[src/rtl/cmd_cfg_pkg.sv]
package cmd_cfg_pkg;
  typedef enum logic [1:0] {
    SEL_CHIP = 2'b00,
    SEL_WLO  = 2'b01,
    SEL_WHI  = 2'b10,
    SEL_AUX  = 2'b11
  } cfg_sel_e;
endpackage

[src/rtl/cmd_rst_sync.sv]
module cmd_rst_sync #(
  parameter int STAGES = 2
) (
  input  logic clk,
  input  logic rst_n,
  output logic rst_n_sync
);
  logic [STAGES-1:0] sync_q;

  always_ff @(posedge clk or negedge rst_n) begin
    if (!rst_n) sync_q <= '0;
    else        sync_q <= {sync_q[STAGES-2:0], 1'b1};
  end

  assign rst_n_sync = sync_q[STAGES-1];
endmodule

[src/rtl/cmd_recorder.sv]
module cmd_recorder #(
  parameter int N_CLS  = 4,
  parameter int CODE_W = 5,
  localparam int CLS_W = $clog2(N_CLS)
) (
  input  logic                    clk,
  input  logic                    rst_n,
  input  logic                    wr_i,
  input  logic [CLS_W-1:0]        cls_i,
  input  logic [CODE_W-1:0]       code_i,
  output logic [N_CLS*CODE_W-1:0] stat_o
);
  logic [N_CLS-1:0] slot_en;

  for (genvar g = 0; g < N_CLS; g++) begin : g_slot
    logic [CODE_W-1:0] slot_q;
    logic [CODE_W-1:0] slot_d;

    assign slot_en[g] = wr_i && (cls_i == CLS_W'(g));

    always_comb begin
      slot_d = slot_q;
      if (slot_en[g]) slot_d = code_i;
    end

    always_ff @(posedge clk or negedge rst_n) begin
      if (!rst_n)          slot_q <= '0;
      else if (slot_en[g]) slot_q <= slot_d;
    end

    assign stat_o[g*CODE_W +: CODE_W] = slot_q;
  end

  AST_STAT_HOLD: assert property (@(posedge clk) disable iff (!rst_n)
    !wr_i |=> $stable(stat_o));
  AST_ONE_SLOT: assert property (@(posedge clk) disable iff (!rst_n)
    $onehot0(slot_en));
  AST_SLOT_LOAD: assert property (@(posedge clk) disable iff (!rst_n)
    (wr_i && cls_i == '0) |=> (stat_o[CODE_W-1:0] == $past(code_i)));
endmodule

[src/rtl/cmd_cfg_regs.sv]
module cmd_cfg_regs
  import cmd_cfg_pkg::*;
#(
  parameter int DATA_W = 5,
  parameter int NCH_W  = 4,
  parameter int NW_W   = 7,
  parameter int FLG_W  = 5,
  localparam int NW_HI_W  = NW_W - DATA_W,
  localparam int FLG_LO_W = DATA_W - NW_HI_W,
  localparam int FLG_HI_W = FLG_W - FLG_LO_W,
  localparam int SPR_W    = DATA_W - FLG_HI_W
) (
  input  logic              clk,
  input  logic              rst_n,
  input  logic              wr_i,
  input  cfg_sel_e          sel_i,
  input  logic [DATA_W-1:0] data_i,
  output logic [NCH_W-1:0]  chip_cnt_o,
  output logic              chip_ld_o,
  output logic [NW_W-1:0]   word_cnt_o,
  output logic [FLG_W-1:0]  flags_o,
  output logic [SPR_W-1:0]  spare_o
);
  logic [NCH_W-1:0] nch_q, nch_d;
  logic             ld_q, ld_d;
  logic [NW_W-1:0]  nw_q, nw_d;
  logic [FLG_W-1:0] flg_q, flg_d;
  logic [SPR_W-1:0] spr_q, spr_d;
  logic             strobe_wr;

  assign strobe_wr = wr_i && (sel_i == SEL_CHIP) && data_i[DATA_W-1];

  always_comb begin
    nch_d = nch_q;
    nw_d  = nw_q;
    flg_d = flg_q;
    spr_d = spr_q;
    ld_d  = 1'b0;
    if (wr_i) begin
      unique case (sel_i)
        SEL_CHIP: begin
          nch_d = data_i[NCH_W-1:0];
          ld_d  = data_i[DATA_W-1];
        end
        SEL_WLO: nw_d[DATA_W-1:0] = data_i;
        SEL_WHI: begin
          nw_d[NW_W-1:DATA_W]  = data_i[NW_HI_W-1:0];
          flg_d[FLG_LO_W-1:0]  = data_i[DATA_W-1:NW_HI_W];
        end
        SEL_AUX: begin
          flg_d[FLG_W-1:FLG_LO_W] = data_i[FLG_HI_W-1:0];
          spr_d                   = data_i[DATA_W-1:FLG_HI_W];
        end
        default: ;
      endcase
    end
  end

  always_ff @(posedge clk or negedge rst_n) begin
    if (!rst_n) begin
      nch_q <= '0;
      ld_q  <= 1'b0;
      nw_q  <= '0;
      flg_q <= '0;
      spr_q <= '0;
    end else begin
      ld_q <= ld_d;
      if (wr_i) begin
        nch_q <= nch_d;
        nw_q  <= nw_d;
        flg_q <= flg_d;
        spr_q <= spr_d;
      end
    end
  end

  assign chip_cnt_o = nch_q;
  assign chip_ld_o  = ld_q;
  assign word_cnt_o = nw_q;
  assign flags_o    = flg_q;
  assign spare_o    = spr_q;

  AST_LD_SINGLE: assert property (@(posedge clk) disable iff (!rst_n)
    (ld_q && !strobe_wr) |=> !ld_q);
  AST_LD_FROM_WRITE: assert property (@(posedge clk) disable iff (!rst_n)
    strobe_wr |=> ld_q);
  AST_CFG_HOLD: assert property (@(posedge clk) disable iff (!rst_n)
    !wr_i |=> $stable({nch_q, nw_q, flg_q, spr_q}));
  AST_WLO_KEEPS_HI: assert property (@(posedge clk) disable iff (!rst_n)
    (wr_i && sel_i == SEL_WLO) |=> $stable(nw_q[NW_W-1:DATA_W]));
  AST_CHIP_ONLY_SEL0: assert property (@(posedge clk) disable iff (!rst_n)
    (wr_i && sel_i != SEL_CHIP) |=> $stable(nch_q));
  AST_AUX_SPARE: assert property (@(posedge clk) disable iff (!rst_n)
    (wr_i && sel_i != SEL_AUX) |=> $stable(spr_q));
endmodule

[src/rtl/cmd_cfg_front.sv]
module cmd_cfg_front
  import cmd_cfg_pkg::*;
#(
  parameter int N_CLS  = 4,
  parameter int CODE_W = 5,
  parameter int DATA_W = 5,
  parameter int NCH_W  = 4,
  parameter int NW_W   = 7,
  parameter int FLG_W  = 5,
  localparam int CLS_W = $clog2(N_CLS),
  localparam int SPR_W = DATA_W - (FLG_W - (DATA_W - (NW_W - DATA_W)))
) (
  input  logic                    clk,
  input  logic                    rst_n,
  input  logic                    rec_wr_i,
  input  logic [CLS_W-1:0]        rec_cls_i,
  input  logic [CODE_W-1:0]       rec_code_i,
  input  logic                    cfg_wr_i,
  input  logic                    cfg_hi_i,
  input  logic                    cfg_dsel_i,
  input  logic [DATA_W-1:0]       cfg_data_i,
  output logic [NCH_W-1:0]        chip_cnt_o,
  output logic                    chip_cnt_ld_o,
  output logic [NW_W-1:0]         word_cnt_o,
  output logic [FLG_W-1:0]        mode_flags_o,
  output logic [SPR_W-1:0]        spare_o,
  output logic [N_CLS*CODE_W-1:0] cmd_stat_o
);
  logic     rst_n_s;
  cfg_sel_e cfg_sel;

  assign cfg_sel = cfg_sel_e'({cfg_hi_i, cfg_dsel_i});

  cmd_rst_sync #(.STAGES(2)) u_rst (
    .clk        (clk),
    .rst_n      (rst_n),
    .rst_n_sync (rst_n_s)
  );

  cmd_recorder #(.N_CLS(N_CLS), .CODE_W(CODE_W)) u_rec (
    .clk    (clk),
    .rst_n  (rst_n_s),
    .wr_i   (rec_wr_i),
    .cls_i  (rec_cls_i),
    .code_i (rec_code_i),
    .stat_o (cmd_stat_o)
  );

  cmd_cfg_regs #(
    .DATA_W (DATA_W),
    .NCH_W  (NCH_W),
    .NW_W   (NW_W),
    .FLG_W  (FLG_W)
  ) u_cfg (
    .clk        (clk),
    .rst_n      (rst_n_s),
    .wr_i       (cfg_wr_i),
    .sel_i      (cfg_sel),
    .data_i     (cfg_data_i),
    .chip_cnt_o (chip_cnt_o),
    .chip_ld_o  (chip_cnt_ld_o),
    .word_cnt_o (word_cnt_o),
    .flags_o    (mode_flags_o),
    .spare_o    (spare_o)
  );

  AST_REC_NO_CFG: assert property (@(posedge clk) disable iff (!rst_n_s)
    (rec_wr_i && !cfg_wr_i) |=> $stable({chip_cnt_o, word_cnt_o, mode_flags_o, spare_o}));
  AST_REC_NO_PULSE: assert property (@(posedge clk) disable iff (!rst_n_s)
    !cfg_wr_i |=> !chip_cnt_ld_o);
  AST_CFG_NO_STAT: assert property (@(posedge clk) disable iff (!rst_n_s)
    (cfg_wr_i && !rec_wr_i) |=> $stable(cmd_stat_o));
  AST_BOTH_SEL0: assert property (@(posedge clk) disable iff (!rst_n_s)
    (rec_wr_i && cfg_wr_i && cfg_sel == SEL_CHIP) |=> (chip_cnt_o == $past(cfg_data_i[NCH_W-1:0])));
endmodule

[config.mk]
export PLATFORM = sky130hd
export DESIGN_NAME = cmd_cfg_front
export DESIGN_NICKNAME = d
export VERILOG_FILES = /design/src/rtl/cmd_cfg_pkg.sv /design/src/rtl/cmd_rst_sync.sv /design/src/rtl/cmd_recorder.sv /design/src/rtl/cmd_cfg_regs.sv /design/src/rtl/cmd_cfg_front.sv
export SDC_FILE = /design/constraint.sdc
export NUM_CORES = 1
export LEC_CHECK = 0
export CAP_MARGIN = 30
export CELL_PAD_IN_SITES_DETAIL_PLACEMENT = 1
export CELL_PAD_IN_SITES_GLOBAL_PLACEMENT = 1
export CORE_UTILIZATION = 38
export CTS_CLUSTER_SIZE = 24
export DETAILED_ROUTE_END_ITERATION = 16
export PLACE_DENSITY = 0.88
export SLEW_MARGIN = 15
export SYNTH_ARGS = -nofsm -noshare
export SYNTH_HDL_FRONTEND = slang
export SYNTH_HIERARCHICAL = 1
export SYNTH_SLANG_ARGS = --single-unit
[constraint.sdc]
create_clock -name clk -period 2.75 [get_ports clk]
set_input_delay 0.275 -clock clk [delete_from_list [all_inputs] [get_ports clk]]
set_output_delay 0.275 -clock clk [all_outputs]
set_load 0.02 [all_outputs]
==> impl_metrics.prom, run 1 <==
# TYPE chip_impl_metric gauge
chip_impl_metric{name="sequential_standard_cell_area",unit="sq um"} 1050
chip_impl_metric{name="yosys_register_bits",unit=""} 42
chip_impl_metric{name="grt_start_max_net_pins",unit=""} 22
chip_impl_metric{name="drt-pass1-iter-count",unit=""} 3
chip_impl_metric{name="synth.distinct_cells",unit=""} 7
chip_impl_metric{name="synth.yosys.seq_area_share",unit="%"} 66.6
chip_impl_metric{name="initialDrtViolationCount",unit=""} 25
chip_impl_metric{name="post_synth_xor_area_fraction",unit="%"} 0
chip_impl_metric{name="worst_slew_pin_slew",unit="ps"} 774
chip_impl_metric{name="fp.dieW",unit="microns"} 66.4
chip_impl_metric{name="cts_sinks",unit=""} 42
chip_impl_metric{name="design.portCount",unit=""} 58
chip_impl_metric{name="max_cap_viol_count",unit=""} 0
chip_impl_info{name="run_status",value="finished clean"} 1
chip_impl_metric{name="die_height",unit="microns"} 66.4
chip_impl_metric{name="nNetsFinal",unit=""} 174
chip_impl_metric{name="number_of_buffers_added_to_fix_hold_violations_after_cts",unit=""} 0
chip_impl_metric{name="required",unit="ps"} 2480
chip_impl_metric{name="global_route.overflow_total",unit=""} 0
chip_impl_metric{name="period_share",unit="%"} 56.8
chip_impl_info{name="worst_setup_path_start_kind",value="register"} 1
chip_impl_metric{name="ys.warnings.count",unit=""} 6
chip_impl_metric{name="synth_fa_ha_area_share",unit="%"} 0
chip_impl_metric{name="path_clk_slew",unit="ps"} 80
chip_impl_metric{name="number_of_synthesized_flops_with_an_enable_pin",unit=""} 0
chip_impl_metric{name="post-route-min-period",unit="ps"} 1560
chip_impl_metric{name="drive_gt1_share",unit="%"} 31.8
chip_impl_info{name="largest_family_of_logic_cells_by_synthesized_area",value="multiplexers"} 1
chip_impl_metric{name="muxShareOfSynthArea",unit="%"} 27.8
chip_impl_metric{name="drt_wl_total",unit="mm"} 3.52
chip_impl_metric{name="antennaDiodeCount",unit=""} 0
chip_impl_metric{name="postCtsSetupRepairBufs",unit=""} 0
chip_impl_metric{name="wl_per_cell",unit="microns"} 17.0
chip_impl_metric{name="fmax",unit="GHz"} 0.640
chip_impl_metric{name="mean_instance_size_in_the_synthesized_netlist",unit="sq um"} 17.3
chip_impl_metric{name="area_growth_syn_to_layout",unit="%"} 46.6
chip_impl_metric{name="async_flop_share",unit="%"} 100
chip_impl_metric{name="synthesized_area_fraction_occupied_by_ao_oa_aoi_and_oai_cells",unit="%"} 0
chip_impl_metric{name="setup_tns",unit="ps"} 0
chip_impl_metric{name="drcViolationCount",unit=""} 0
chip_impl_metric{name="detail-route-antenna-nets",unit=""} 0
chip_impl_metric{name="layout.filler_cells",unit=""} 382
chip_impl_metric{name="whs",unit="ps"} 141
chip_impl_metric{name="route.detailed.vias_per_inst",unit=""} 4.85
chip_impl_info{name="synth.largest_area_cell",value="sky130_fd_sc_hd__dfrtp_1"} 1
chip_impl_metric{name="first_global_vias",unit=""} 1110
chip_impl_metric{name="setup_violations_final",unit=""} 0
chip_impl_metric{name="cp.buffers_inverters",unit=""} 1
chip_impl_info{name="cts_tree",value="done"} 1
chip_impl_metric{name="fin_total_pwr",unit="mW"} 1.74
chip_impl_metric{name="power.leakage",unit="nW"} 0.961
chip_impl_metric{name="groute.usage.overall",unit="%"} 18.1
chip_impl_metric{name="hold_viol_final",unit=""} 0
chip_impl_metric{name="coreArea",unit="sq um"} 4000
chip_impl_info{name="timing.critical_path.slowest_stage_cell",value="sky130_fd_sc_hd__clkdlybuf4s50_1"} 1
chip_impl_metric{name="clock-skew-final",unit="ps"} 1.62
chip_impl_metric{name="syn-cell-area",unit="sq um"} 1580
chip_impl_metric{name="worst_ir_drop_vdd",unit="V"} 0.000311
chip_impl_info{name="cp_cell_sequence",value="clkdlybuf4s50_1"} 1
chip_impl_metric{name="ctsLongestPathBuffers",unit=""} 2
chip_impl_metric{name="arrival",unit="ps"} 1290
chip_impl_metric{name="netlist_instances",unit=""} 91
chip_impl_info{name="category_of_the_worst_setup_path_capture_point",value="primary output"} 1
chip_impl_metric{name="wire_length_of_the_first_global_routing_pass",unit="mm"} 5.78
chip_impl_info{name="crit_type",value="reg -> out"} 1
chip_impl_metric{name="power.density_cell_area",unit="nW/um^2"} 750
chip_impl_metric{name="std_cell_rows",unit=""} 23
chip_impl_metric{name="area_fraction_in_and_or_nand_and_nor_cells_after_synthesis",unit="%"} 5.31
chip_impl_metric{name="die_area",unit="sq um"} 4410
chip_impl_info{name="clk_root_buffer_cell",value="sky130_fd_sc_hd__clkbuf_8"} 1
chip_impl_metric{name="dp.final_hpwl",unit="mm"} 2.78
chip_impl_info{name="cell_with_the_most_instances_after_synthesis",value="sky130_fd_sc_hd__dfrtp_1"} 1
chip_impl_info{name="netlist_top_cells_count",value="sky130_fd_sc_hd__dfrtp_1 (42), sky130_fd_sc_hd__mux2_2 (39), sky130_fd_sc_hd__nand3b_1 (4)"} 1
chip_impl_metric{name="post_synthesis_net_count",unit=""} 109
chip_impl_metric{name="multi_input_area",unit="sq um"} 527
chip_impl_metric{name="clkLatencyLatePin",unit="ps"} 290
chip_impl_info{name="rsz_0062_raised_after_global_routing",value="no"} 1
chip_impl_metric{name="slew_headroom",unit="%"} 48.4
chip_impl_metric{name="ctsHtreeMaxLevel",unit=""} 2
chip_impl_info{name="crit_family",value="buffers and inverters"} 1
chip_impl_metric{name="slew_violations",unit=""} 0
chip_impl_metric{name="via_count",unit=""} 1004
chip_impl_metric{name="cp_slowest_stage_delay",unit="ps"} 630
chip_impl_info{name="netlist_top_cells_area",value="sky130_fd_sc_hd__dfrtp_1 (67%), sky130_fd_sc_hd__mux2_2 (28%), sky130_fd_sc_hd__nor3b_4 (2.4%)"} 1
chip_impl_metric{name="critical_path.max_fanout",unit=""} 2
chip_impl_info{name="worst_hold_path_type",value="in -> async"} 1
chip_impl_metric{name="port-buffer-count",unit=""} 57
chip_impl_metric{name="floorplan.initialDensity",unit="%"} 39.4
chip_impl_info{name="dominantRegCellSynth",value="sky130_fd_sc_hd__dfrtp_1"} 1
chip_impl_metric{name="synth_largest_type_area_fraction",unit="%"} 66.6
chip_impl_metric{name="cts_resized",unit=""} 0
chip_impl_metric{name="antenna_found_initial",unit=""} 0
chip_impl_metric{name="gpl.final_weighted_congestion",unit=""} 0.670
chip_impl_metric{name="numCtsBuffers",unit=""} 5
-- per-layer routing --
metal / routed length [microns] / GRT usage [%]
met5: 0 / 0
met4: 30 / 4.79
met3: 287 / 7.24
met2: 1750 / 30.2
met1: 1450 / 21.6
-- metrics by stage --
step / setup slack [ps] / instances / util (%) / instance area (sq um)
4_1_cts: 1160 / 207 / 57.8 / 2310
2_1_floorplan: 1490 / 91 / - / 1580
3_5_place_dp: 1020 / 199 / 55.5 / 2220
5_1_grt: 1130 / 207 / 57.8 / 2310
3_3_place_gp: 1090 / 199 / 55.5 / 2220
6_report: 1190 / 207 / 57.8 / 2310
-- where the power goes --
| part | internal, mW | total [mW] | switching, mW |
|---|---|---|---|
| logic | 0.291 | 0.533 | 0.242 |
| registers | 0.728 | 0.795 | 0.0672 |
| clock network | 0.202 | 0.408 | 0.206 |
-- state kept, by name (all words and copies together) (netlist names) --
name,flops
u_cfg/flags_o,5
u_cfg/word_cnt_o,7
u_rec/g_slot.slot_q,20
u_cfg/chip_ld_o,1
u_cfg/spare_o,3
u_rst/sync_q,2
u_cfg/chip_cnt_o,4
-- cell usage in the layout, fill, tap and decap left out, drive strengths merged --
master,n
conb,1
clkinvlp,1
clkbuf,6
nand3b,4
and2,1
nand3,2
clkdlybuf4s50,57
clkinv,1
mux2,39
nor3b,2
dfrtp,42
buf,1
-- final cells by class --
type | count | share of cell area, %
Sequential cell | 42 | 45.4
Multi-Input combinational cell | 49 | 22.8
Timing Repair Buffer | 58 | 25.0
Tap cell | 50 | 2.70
Clock inverter | 2 | 0.541
Clock buffer | 6 | 3.57
-- worst paths after layout --
check,startpoint,cells past startpoint,endpoint,slack [ps]
max in group asynchronous,u_rst/sync_q[1],1,u_cfg/chip_cnt_o[0],1680
min in group clk,u_rst/sync_q[0],0,u_rst/sync_q[1],350
worst min-delay path,rst_n,1,u_rst/sync_q[1],140
worst max-delay path,u_cfg/chip_cnt_o[3],1,chip_cnt_o[3],1190
worst min register to register,u_rst/sync_q[1],0,u_rec/g_slot[3].slot_q[1],330
worst max register to register,u_rst/sync_q[1],1,u_cfg/chip_cnt_o[0],1680
-- kinds of logic after synthesis --
logic type / after synthesis
and+or+nand+nor: 9
DFF: 42
other: 1
muxes: 39
(Power assumes the default switching activity.)
==> run 2: changes to the inputs <==
CORE_UTILIZATION = 35   (was 38)
PLACE_DENSITY = 0.82   (was 0.88)
clock period = 1.5 ns   (was 2.75 ns; I/O delays follow)
==> run 2 against run 1 <==
Routed wire length barely moved. Power up 82%. Critical path depth unchanged. Hold slack lost 120 ps. Final area about the same. Largest cell class unchanged. Highest routed layer unchanged.
==> impl_metrics.prom, run 2 (synthesized netlist as in run 1, its figures left out) <==
# TYPE chip_impl_metric gauge
chip_impl_info{name="run_status",value="finished clean"} 1
chip_impl_metric{name="layout.filler_cells",unit=""} 424
chip_impl_metric{name="nNetsFinal",unit=""} 174
chip_impl_metric{name="power.density_cell_area",unit="nW/um^2"} 1360
chip_impl_info{name="cts_tree",value="done"} 1
chip_impl_info{name="timing.critical_path.slowest_stage_cell",value="sky130_fd_sc_hd__clkdlybuf4s50_1"} 1
chip_impl_info{name="crit_type",value="reg -> out"} 1
chip_impl_metric{name="first_global_vias",unit=""} 1112
chip_impl_metric{name="largest_reg_flops",unit=""} 20
chip_impl_info{name="worst_hold_path_type",value="in -> async"} 1
chip_impl_info{name="worst_setup_path_start_kind",value="register"} 1
chip_impl_info{name="rsz_0062_raised_after_global_routing",value="no"} 1
chip_impl_info{name="worst_r2r_start",value="u_rec/g_slot[3].slot_q[2]"} 1
chip_impl_metric{name="detail-route-antenna-nets",unit=""} 0
chip_impl_metric{name="via_count",unit=""} 1005
chip_impl_info{name="crit_family",value="buffers and inverters"} 1
chip_impl_metric{name="r2r_cells",unit=""} 1
chip_impl_metric{name="drt-pass1-iter-count",unit=""} 3
chip_impl_metric{name="fin_total_pwr",unit="mW"} 3.16
chip_impl_metric{name="cp_slowest_stage_delay",unit="ps"} 620
chip_impl_metric{name="drcViolationCount",unit=""} 0
chip_impl_metric{name="hold_viol_final",unit=""} 0
chip_impl_info{name="commonest_non_fill_non_tap_cell_in_the_layout",value="sky130_fd_sc_hd__clkdlybuf4s50_1"} 1
chip_impl_metric{name="dp.final_hpwl",unit="mm"} 2.71
chip_impl_metric{name="cts_resized",unit=""} 0
chip_impl_metric{name="fp.dieW",unit="microns"} 69.1
chip_impl_metric{name="groute.usage.overall",unit="%"} 16.6
chip_impl_metric{name="ctsLongestPathBuffers",unit=""} 2
chip_impl_metric{name="std_cell_rows",unit=""} 24
chip_impl_metric{name="gpl.final_weighted_congestion",unit=""} 0.703
chip_impl_metric{name="number_of_buffers_added_to_fix_hold_violations_after_cts",unit=""} 0
chip_impl_metric{name="antenna_found_initial",unit=""} 0
chip_impl_metric{name="ctsHtreeMaxLevel",unit=""} 2
chip_impl_metric{name="antennaDiodeCount",unit=""} 0
chip_impl_metric{name="postCtsSetupRepairBufs",unit=""} 0
chip_impl_info{name="critical_path.reg2reg.endpoint",value="u_rec/g_slot[3].slot_q[2]"} 1
chip_impl_metric{name="drt_wl_total",unit="mm"} 3.52
chip_impl_metric{name="wl_per_cell",unit="microns"} 16.8
chip_impl_metric{name="clkLatencyLatePin",unit="ps"} 280
chip_impl_metric{name="coreArea",unit="sq um"} 4350
chip_impl_metric{name="die_height",unit="microns"} 69.1
chip_impl_info{name="commonest_cells_after_routing_fill_and_taps_aside",value="sky130_fd_sc_hd__clkdlybuf4s50_1 (56), sky130_fd_sc_hd__dfrtp_1 (42), sky130_fd_sc_hd__mux2_2 (39), sky130_fd_sc_hd__clkbuf_8 (6), sky130_fd_sc_hd__nand3b_1 (4)"} 1
chip_impl_metric{name="area_growth_syn_to_layout",unit="%"} 46.7
chip_impl_metric{name="fmax",unit="GHz"} 0.705
chip_impl_metric{name="critical_path.max_fanout",unit=""} 2
chip_impl_metric{name="post-route-min-period",unit="ps"} 1420
chip_impl_metric{name="initialDrtViolationCount",unit=""} 20
chip_impl_info{name="category_of_the_worst_setup_path_capture_point",value="primary output"} 1
chip_impl_metric{name="cts_sinks",unit=""} 42
chip_impl_info{name="clk_root_buffer_cell",value="sky130_fd_sc_hd__clkbuf_8"} 1
chip_impl_info{name="startpoint",value="u_cfg/spare_o[1]"} 1
chip_impl_metric{name="worst_ir_drop_vdd",unit="V"} 0.000746
chip_impl_metric{name="path_clk_slew",unit="ps"} 70
chip_impl_metric{name="required",unit="ps"} 1350
chip_impl_metric{name="sw_frac_of_total",unit="%"} 29.1
chip_impl_metric{name="setup_violations_final",unit=""} 0
chip_impl_metric{name="arrival",unit="ps"} 1270
chip_impl_info{name="cp_cell_sequence",value="clkdlybuf4s50_1"} 1
chip_impl_metric{name="port-buffer-count",unit=""} 57
chip_impl_info{name="regMostFlops",value="u_rec/g_slot.slot_q"} 1
chip_impl_metric{name="floorplan.initialDensity",unit="%"} 36.2
chip_impl_metric{name="pwr-share-seq",unit="%"} 46.1
chip_impl_metric{name="setup_tns",unit="ps"} 0
chip_impl_metric{name="wire_length_of_the_first_global_routing_pass",unit="mm"} 5.97
chip_impl_metric{name="design.portCount",unit=""} 58
chip_impl_metric{name="comb_power_share",unit="%"} 31.1
chip_impl_metric{name="cp.buffers_inverters",unit=""} 1
chip_impl_metric{name="period_share",unit="%"} 94.6
chip_impl_metric{name="slew_violations",unit=""} 0
chip_impl_metric{name="power.leakage",unit="nW"} 0.972
chip_impl_metric{name="grt_start_max_net_pins",unit=""} 41
chip_impl_metric{name="power.net_switching",unit="mW"} 0.917
chip_impl_metric{name="post_layout_util",unit="%"} 53.2
chip_impl_metric{name="global_route.overflow_total",unit=""} 0
chip_impl_metric{name="power.internal",unit="mW"} 2.24
chip_impl_metric{name="numCtsBuffers",unit=""} 5
chip_impl_metric{name="clock-skew-final",unit="ps"} 1.88
chip_impl_metric{name="die_area",unit="sq um"} 4780
chip_impl_metric{name="route.detailed.vias_per_inst",unit=""} 4.81
chip_impl_metric{name="share_clk_of_total_power",unit="%"} 22.9
chip_impl_metric{name="timing.reg2reg.setup_slack",unit="ps"} 720
chip_impl_metric{name="drive_gt1_share",unit="%"} 31.2
chip_impl_metric{name="max_cap_viol_count",unit=""} 0
==> run 2: cell types whose count changed in the layout (fill, tap and decap cells not counted), sizes merged <==
| cell | change |
|---|---|
| clkdlybuf4s50 | -1 |
| clkbuf | +1 |
| clkinvlp | -1 |
| dlymetal6s2s | +1 |
==> run 2: power groups by stage <==
stage / Sequential (mW) / Combinational [mW] / Clock, mW
2_1_floorplan: 1.72 / 0.202 / 0
3_3_place_gp: 1.46 / 0.972 / 0
3_5_place_dp: 1.48 / 0.992 / 0
4_1_cts: 1.46 / 0.996 / 0.756
5_1_grt: 1.48 / 1.04 / 0.811
6_report: 1.45 / 0.980 / 0.722
==> run 2: metrics by stage <==
| step | hold WS (ps) | setup WS [ps] | cells | instance area (sq um) |
|---|---|---|---|---|
| floorplan | -146 | 245 | 91 | 1580 |
| global placement | 302 | -23.6 | 201 | 2220 |
| detailed placement | 327 | -65.9 | 201 | 2220 |
| CTS | 15.5 | 32.5 | 209 | 2310 |
| global route | 7.78 | 18.7 | 209 | 2310 |
| finish | 22.2 | 81.6 | 209 | 2310 |
==> run 2: cell type report <==
class	count	area [sq um]	area share (%)
clock buffer	7	86.3	3.73
clock inverter	1	5.00	0.216
multi-input combinational	49	527	22.8
sequential	42	1050	45.4
tap	52	65.1	2.81
timing repair buffer	58	581	25.1
==> run 2: how the worst max path moves through the flow <==
stage	cells past startpoint	end
4_1_cts	1	cmd_stat_o[17]
3_3_place_gp	3	u_cfg/chip_cnt_o[1]
5_1_grt	1	cmd_stat_o[0]
6_report	1	spare_o[1]
2_1_floorplan	0	u_cfg/chip_cnt_o[0]
3_5_place_dp	3	u_cfg/chip_cnt_o[1]
==> run 2: per-layer routing <==
metal	share of wire (%)	track usage (%)	vias to the layer above
met1	39	18.4	496
li1	-	-	453
met3	8.0	6.29	5
met2	52	29.3	51
met4	1.0	4.76	0
met5	0	0	-
